<file path="src/rtl/sirq_pkg.sv">
`timescale 1ns/1ps
package sirq_pkg;
  localparam int N_STS  = 3;
  localparam int N_DMA  = 4;
  localparam int N_ERR  = 2;
  localparam int EV_W   = N_STS + N_DMA + N_ERR;

  localparam int EV_TXIDLE = 0;
  localparam int EV_TXFREE = 1;
  localparam int EV_RXVAL  = 2;
  localparam int EV_DMA0   = N_STS;
  localparam int EV_ERR0   = N_STS + N_DMA;
  localparam int EV_OVR    = EV_ERR0;
  localparam int EV_UND    = EV_ERR0 + 1;
endpackage

</file>
<file path="src/rtl/sirq_rst_sync.sv">
`timescale 1ns/1ps
module sirq_rst_sync #(
  parameter int STAGES = 2
) (
  input  logic clk,
  input  logic rst_n,
  output logic rst_sync_n
);
  logic [STAGES-1:0] sync_q;
  logic [STAGES-1:0] sync_d;

  always_comb begin
    sync_d = {sync_q[STAGES-2:0], 1'b1};
  end

  always_ff @(posedge clk or negedge rst_n) begin
    if (!rst_n) sync_q <= '0;
    else        sync_q <= sync_d;
  end

  assign rst_sync_n = sync_q[STAGES-1];
endmodule

</file>
<file path="src/rtl/sirq_detect.sv">
`timescale 1ns/1ps
module sirq_detect
  import sirq_pkg::*;
#(
  parameter int NS = N_STS,
  parameter int ND = N_DMA,
  parameter int NE = N_ERR,
  localparam int W = NS + ND + NE
) (
  input  logic          clk,
  input  logic          rst_n,
  input  logic          level_mode,
  input  logic [NS-1:0] sts_i,
  input  logic [ND-1:0] dma_i,
  input  logic [NE-1:0] err_i,
  output logic [W-1:0]  ev_o,
  output logic [ND-1:0] dma_prev_o
);
  logic [NS-1:0] sts_prev_q, sts_prev_d;
  logic [ND-1:0] dma_prev_q, dma_prev_d;
  logic          prev_en;

  // history follows the inputs every cycle
  always_comb begin
    prev_en    = 1'b1;
    sts_prev_d = sts_i;
    dma_prev_d = dma_i;
  end

  // status history resets high so a bit already high at release is no edge
  always_ff @(posedge clk or negedge rst_n) begin
    if (!rst_n) begin
      sts_prev_q <= '1;
      dma_prev_q <= '0;
    end else if (prev_en) begin
      sts_prev_q <= sts_prev_d;
      dma_prev_q <= dma_prev_d;
    end
  end

  for (genvar s = 0; s < NS; s++) begin : g_sts
    always_comb begin
      if (level_mode) ev_o[s] = sts_i[s];
      else            ev_o[s] = sts_i[s] & ~sts_prev_q[s];
    end
  end

  for (genvar d = 0; d < ND; d++) begin : g_dma
    assign ev_o[NS + d] = dma_prev_q[d] & ~dma_i[d];
  end

  for (genvar e = 0; e < NE; e++) begin : g_err
    assign ev_o[NS + ND + e] = err_i[e];
  end

  assign dma_prev_o = dma_prev_q;

  for (genvar s = 0; s < NS; s++) begin : g_sts_chk
    AST_EDGE_NEEDS_RISE: assert property (@(posedge clk) disable iff (!rst_n)
      (!level_mode && ev_o[s]) |=> sts_prev_q[s]) else $error("edge event without rise");
  end
endmodule

</file>
<file path="src/rtl/sirq_flags.sv">
`timescale 1ns/1ps
module sirq_flags #(
  parameter int W = 9
) (
  input  logic         clk,
  input  logic         rst_n,
  input  logic [W-1:0] ev_i,
  input  logic [W-1:0] clr_i,
  output logic [W-1:0] flags_o
);
  logic [W-1:0] flag_q, flag_d, flag_en;

  // an event overrides a clear of the same bit
  always_comb begin
    flag_en = ev_i | clr_i;
    flag_d  = (flag_q & ~clr_i) | ev_i;
  end

  for (genvar i = 0; i < W; i++) begin : g_bit
    always_ff @(posedge clk or negedge rst_n) begin
      if (!rst_n)          flag_q[i] <= 1'b0;
      else if (flag_en[i]) flag_q[i] <= flag_d[i];
    end

    AST_EVENT_WINS: assert property (@(posedge clk) disable iff (!rst_n)
      ev_i[i] |=> flag_q[i]) else $error("event lost");
    AST_CLEAR_TAKES: assert property (@(posedge clk) disable iff (!rst_n)
      (clr_i[i] && !ev_i[i]) |=> !flag_q[i]) else $error("clear ignored");
    AST_STICKY: assert property (@(posedge clk) disable iff (!rst_n)
      (flag_q[i] && !clr_i[i]) |=> flag_q[i]) else $error("flag dropped");
  end

  assign flags_o = flag_q;
endmodule

</file>
<file path="src/rtl/sirq_merge.sv">
`timescale 1ns/1ps
module sirq_merge #(
  parameter int W = 9
) (
  input  logic         clk,
  input  logic         rst_n,
  input  logic [W-1:0] flags_i,
  input  logic [W-1:0] en_i,
  output logic         irq_o
);
  logic irq_q, irq_d, irq_upd;

  always_comb begin
    irq_upd = 1'b1;
    irq_d   = |(flags_i & en_i);
  end

  always_ff @(posedge clk or negedge rst_n) begin
    if (!rst_n)       irq_q <= 1'b0;
    else if (irq_upd) irq_q <= irq_d;
  end

  assign irq_o = irq_q;
endmodule

</file>
<file path="src/rtl/spi_slave_irq.sv">
`timescale 1ns/1ps
module spi_slave_irq
  import sirq_pkg::*;
#(
  parameter int SYNC_STAGES = 2
) (
  input  logic            clk,
  input  logic            rst_n,
  input  logic            level_mode,
  input  logic            tx_idle,
  input  logic            tx_free,
  input  logic            rx_valid,
  input  logic [1:0]      txdma_act,
  input  logic [1:0]      rxdma_act,
  input  logic            rx_overrun,
  input  logic            tx_underrun,
  input  logic [EV_W-1:0] irq_en,
  input  logic [EV_W-1:0] flag_clr,
  output logic [EV_W-1:0] flags,
  output logic            irq
);
  logic             rst_int_n;
  logic [N_STS-1:0] sts;
  logic [N_DMA-1:0] dma;
  logic [N_ERR-1:0] err;
  logic [EV_W-1:0]  ev;
  logic [N_DMA-1:0] dma_prev;

  assign sts = {rx_valid, tx_free, tx_idle};
  assign dma = {rxdma_act, txdma_act};
  assign err = {tx_underrun, rx_overrun};

  sirq_rst_sync #(.STAGES(SYNC_STAGES)) u_rst (
    .clk(clk), .rst_n(rst_n), .rst_sync_n(rst_int_n)
  );

  sirq_detect #(.NS(N_STS), .ND(N_DMA), .NE(N_ERR)) u_det (
    .clk(clk), .rst_n(rst_int_n), .level_mode(level_mode),
    .sts_i(sts), .dma_i(dma), .err_i(err),
    .ev_o(ev), .dma_prev_o(dma_prev)
  );

  sirq_flags #(.W(EV_W)) u_flg (
    .clk(clk), .rst_n(rst_int_n), .ev_i(ev), .clr_i(flag_clr), .flags_o(flags)
  );

  sirq_merge #(.W(EV_W)) u_mrg (
    .clk(clk), .rst_n(rst_int_n), .flags_i(flags), .en_i(irq_en), .irq_o(irq)
  );

  AST_LEVEL_REFIRES: assert property (@(posedge clk) disable iff (!rst_int_n)
    (level_mode && tx_idle) |=> flags[EV_TXIDLE]) else $error("level miss");
  AST_OVERRUN_SETS: assert property (@(posedge clk) disable iff (!rst_int_n)
    rx_overrun |=> flags[EV_OVR]) else $error("overrun miss");
  AST_UNDERRUN_SETS: assert property (@(posedge clk) disable iff (!rst_int_n)
    tx_underrun |=> flags[EV_UND]) else $error("underrun miss");
  AST_IRQ_FOLLOWS: assert property (@(posedge clk) disable iff (!rst_int_n)
    (|(flags & irq_en)) |=> irq) else $error("irq missing");
  AST_IRQ_MASKED: assert property (@(posedge clk) disable iff (!rst_int_n)
    ((flags & irq_en) == '0) |=> !irq) else $error("irq spurious");

  for (genvar d = 0; d < N_DMA; d++) begin : g_dma_chk
    AST_DMA_FALL: assert property (@(posedge clk) disable iff (!rst_int_n)
      (dma_prev[d] && !dma[d]) |=> flags[EV_DMA0 + d]) else $error("dma miss");
  end
endmodule

</file>
<file path="config.mk">
export PLATFORM = sky130hd
export DESIGN_NAME = spi_slave_irq
export DESIGN_NICKNAME = d
export VERILOG_FILES = /design/src/rtl/sirq_pkg.sv /design/src/rtl/sirq_rst_sync.sv /design/src/rtl/sirq_detect.sv /design/src/rtl/sirq_flags.sv /design/src/rtl/sirq_merge.sv /design/src/rtl/spi_slave_irq.sv
export SDC_FILE = /design/constraint.sdc
export NUM_CORES = 1
export LEC_CHECK = 0
export ABC_AREA = 0
export BUFFER_PORTS_ARGS = -buffer_cell sky130_fd_sc_hd__buf_2
export CAP_MARGIN = 20
export CORE_MARGIN = 2
export CORE_UTILIZATION = 36
export DETAILED_ROUTE_END_ITERATION = 8
export HOLD_SLACK_MARGIN = 0.12
export PLACE_DENSITY = 0.71
export SYNTH_ARGS = -nofsm -noshare
export SYNTH_HDL_FRONTEND = slang
export SYNTH_SLANG_ARGS = --single-unit
</file>
<file path="constraint.sdc">
create_clock -name clk -period 0.8 [get_ports clk]
set_input_delay 0.04 -clock clk [delete_from_list [all_inputs] [get_ports clk]]
set_output_delay 0.04 -clock clk [all_outputs]
set_load 0.01 [all_outputs]
</file>
Word-level counts from Yosys, hierarchy flattened
Index checks and enable logic that the tools add are counted.
{"block": "word_totals", "elab_cells": 36, "latch_bits": 0, "input_bits": 30, "mem_count": 0, "rom_bits": 0, "out_inout_bits": 10, "register_bits": 19, "ram_bits": 0}
{"block": "classes", "eq_ne": 0, "n_shift": 0, "n_reduce_logical": 1, "n_addsub": 0, "order_cmp": 0, "bitwise": 19, "n_mux": 3, "multipliers": 0, "div_mod_pow": 0}
{"cell": "9-bit bitwise AND", "n": 2}
{"cell": "9-bit OR", "n": 2}
{"cell": "9-bit NOT", "n": 1}
{"cell": "9-bit OR reduction", "n": 1}
{"cell": "1-bit bitwise AND", "n": 7}
{"cell": "1-bit NOT", "n": 7}
{"cell": "1-bit two-way mux", "n": 3}

Logic depth before layout (Yosys ltp)
{"block": "depth", "word_depth": 4, "depth_mapped": 3, "mapped_depth_nobuf": 3}

Hierarchy
From an unflattened synthesis, not the netlist that was laid out.
{"block": "unflattened", "cells_unflattened": 53, "area_unflattened_um2": 708.2}
{"module": "sirq_flags", "area_each_um2": 326.6, "seq_area_each_um2": 225.2, "cells_per_inst": 27, "n_inst": 1}
{"module": "sirq_detect", "area_each_um2": 256.5, "seq_area_each_um2": 178.9, "cells_per_inst": 17, "n_inst": 1}
{"module": "sirq_merge", "area_each_um2": 71.3, "seq_area_each_um2": 25.0, "cells_per_inst": 6, "n_inst": 1}
{"module": "sirq_rst_sync", "area_each_um2": 53.8, "seq_area_each_um2": 50.0, "cells_per_inst": 3, "n_inst": 1}

Worst setup path before layout
Ideal clock, no wire load.
{"block": "synth_timing", "path_type": "reg-to-reg", "start": "register u_flg.flag_q[0] (netlist: u_flg.flags_o[0])", "end": "register u_mrg.irq_q (netlist: u_mrg.irq_o)", "setup_ns": 0.135, "t_required_ns": 0.665, "path_slack_ns": -0.199, "arrival_ns": 0.863, "path_buffers": 0, "path_stages_with_launch": 4, "synth_period_minus_slack_ns": 0.999, "cell_sequence": "dfrtp_1 a22o_1 a221oi_2 nand3_1"}
{"block": "synth_via", "elab_chain_len": 2}
{"element": "start, declared", "line": "sirq_flags.sv:11", "rtl": "logic [W-1:0] flag_q, flag_d, flag_en;"}
{"element": "start signal, assigned by index", "line": "sirq_flags.sv:22", "rtl": "else if (flag_en[i]) flag_q[i] <= flag_d[i];"}
{"element": "9-bit bitwise AND", "line": "sirq_merge.sv:15", "rtl": "irq_d = |(flags_i & en_i);"}
{"element": "9-bit OR reduction", "line": "sirq_merge.sv:15"}
{"element": "named net u_mrg.irq_d", "line": "sirq_merge.sv:11", "rtl": "logic irq_q, irq_d, irq_upd;"}
{"element": "end signal, assigned", "line": "sirq_merge.sv:20", "rtl": "else if (irq_upd) irq_q <= irq_d;"}
{"element": "end, declared", "line": "sirq_merge.sv:11"}
The timed path passes the listed nets, and every way through them passes these cells.
A chain may end at the register's enable or synchronous reset.

Final worst setup path
{"block": "layout_timing", "start": "register u_flg.flag_q[5] (netlist: u_flg.flags_o[5])", "end": "register u_mrg.irq_q (netlist: u_mrg.irq_o)"}
Same word-level chain as after synthesis.

==> metrics.txt <==
mapped cell area 659.4 um2; CTS tree yes; Max H-tree Level 1; cts bufs inserted 3; detailed-route via count 734; commonest cells in the netlist dfrtp_1 (16), inv_1 (16), o21ai_0 (6); PortBufs 39; clk_lat worst skew 0.30 ns; n_diodes 0; WL final 2.565 mm; peak supply drop 1.324 mV; r2r startpoint u_flg.flags_o[5]; nets 166; Hold WS 0.006183 ns; final hold vios 0; failing checks negative setup slack; min cycle time layout 1.101 ns; post-synth top area share 0.6072; r2r setup slk -0.30 ns; Starting Density 0.3819; critical path peak fanout 2; Avg WL per Cell 16.03 um; register area share after synthesis 0.7268; CP Class reg -> reg; slowest cell delay on critical path 0.41 ns; delay-heaviest family, CP flip-flops; gr ovfl total 0; fill cell count 103; Synth-to-Final Area Change 109.1%; Crit path arrival time 1.27 ns; vias in the first global route 754; RR Endpoint u_mrg.irq_o; setup ws final -0.3014 ns; number of synthesized register bits 19; Synth Instances 53; first-pass GRT wire length 3.429 mm; Yosys cell types 12; PD cells 1547 nW/um2; CP startpoint kind flop; IO Pins 40; layout cells sized above 1 0.5407; Antenna Violating Nets Remaining 0; RSZ-0062 raised after global routing yes; Starting DRT DRC Count 13; Sink Count 19; cell row count 15; hold_sp irq_en[8]; Die W 46.80 um; final worst path period share 1.377; final setup fails 15; DP Wirelength 1.088 mm; Placement Cell Area 953.4 um2; largest net degree at the start of global routing 18; number of warning messages in the yosys log 0; maximum clock rate 908.0 MHz; Worst Skew 0.01049 ns; post-synth top area cell dfrtp_1; Core Region 1727 um2; CP max-delay cell dfrtp_1; Req. time, crit path 0.97 ns; HP Class in -> reg; die area 2190 um2; status finished, violations left; Hold Path Stages 3; Worst-path clk slew 0.12 ns; Root Buffer clkbuf_4; setup TNS -2.393 ns; clock tree buffer depth 2; DR pass1 iterations 4; Worst R2R Path Depth 3; dominant synthesized flop cell dfrtp_1; Post-synth EDFFs 0; LEAKAGE 0.7127 nW; Buf/Inv on CP 1; Post-route DRC 0; Max Transition Viols Final 0; die height 46.80 um; CP cell instances buf_4 > a222oi_1 > nand3_1; vias per cell 4.588; Hold Path Sink u_mrg.irq_o; Post-synth ARST share 1.000; final instance area 1379 um2; Max Cap Viol 0; routability cong. 0.6994; Syn Area/Cell 12.44 um2; Total Routing Usage GR 0.2357; main area contributors after synthesis dfrtp_1 (61%), dfstp_2 (12%), inv_1 (9.1%); Net Count, Synth 83; initial antenna violation count 0; CP endpoint kind flop
[sequential cells by signal, summed over array words and instances (netlist names)]
| name | cells |
|---|---|
| u_flg.flags_o | 9 |
| u_det.dma_prev_o | 4 |
| u_det.sts_prev_q | 3 |
| u_rst.sync_q | 2 |
| u_mrg.irq_o | 1 |
[layout make-up]
class                      count  area, um2  share of cell area
timing repair buffer          78      645.6              0.4682
sequential                    19      479.2              0.3476
multi-input combinational     18      135.1             0.09800
inverter                      16      60.06             0.04356
tap                           25      31.28             0.02269
clock buffer                   3      22.52             0.01633
clock inverter                 1      5.005            0.003630
[through the flow]
stage	setup WS (ns)	std cells	power (mW)	util
2_1_floorplan	-0.1988	53	1.182	-
3_3_place_gp	-0.1602	126	1.370	0.5522
3_5_place_dp	-0.1859	126	1.378	0.5522
4_1_cts	-0.2183	157	2.041	0.7616
5_1_grt	-0.4073	160	2.244	0.7986
6_report	-0.3014	160	2.133	0.7986
[tightest hold or removal path, delay by kind of cell]
family / cells / cell delay [ns]
AO/OA/AOI/OAI: 1 / 0.05
AND/OR/NAND/NOR: 1 / 0.09
buffers and inverters: 1 / 0.09
[cell usage in the layout, fill, tap and decap left out]
cell type and n:
a21o_1 2, a221oi_2 1, a222oi_1 1, a22o_1 1, a22oi_1 1, buf_2 29, buf_4 6, buf_6 20
clkbuf_4 3, clkinv_2 1, conb_1 1, dfrtp_1 16, dfstp_2 3, dlygate4sd3_1 23, inv_1 10, inv_2 6
nand3_1 1, o21ai_1 2, o21ai_2 4, o22ai_1 4
[how the worst max path moves through the flow]
stage                      from          end  slack, ns  depth (start not counted)
2_1_floorplan  u_flg.flags_o[0]  u_mrg.irq_o      -0.20                          3
3_3_place_gp   u_flg.flags_o[0]  u_mrg.irq_o      -0.16                          3
3_5_place_dp   u_flg.flags_o[0]  u_mrg.irq_o      -0.19                          3
4_1_cts        u_flg.flags_o[0]  u_mrg.irq_o      -0.22                          3
5_1_grt        u_flg.flags_o[5]  u_mrg.irq_o      -0.41                          3
6_report       u_flg.flags_o[5]  u_mrg.irq_o      -0.30                          3
[layer usage]
layer / global-route usage / routed length (um)
met1: 0.2286 / 921
met2: 0.4630 / 1486
met3: 0.05000 / 139
met4: 0.1111 / 18
met5: 0 / 0
[where the power goes]
group	internal [mW]	switching (mW)
registers	1.03	0.0420
clock network	0.186	0.307
logic	0.356	0.211
total	1.57	0.560
[what timing repair did]
action	CTS	global route
endpoints found under the setup margin	15	19
setup buffers	5	4
resized for setup	17	15
pin swaps	1	4
hold endpoints to repair	19	1
hold buffers	22	1
[cells by family after synthesis]
family                 Yosys count  share of synthesized area
DFF                             19                     0.7268
buffers and inverters           16                    0.09109
and+or+nand+nor                  1                   0.007583
other                            1                   0.005687
AOI/OAI and AO/OA               16                     0.1689
No activity file was read; power rests on OpenSTA's default activity.
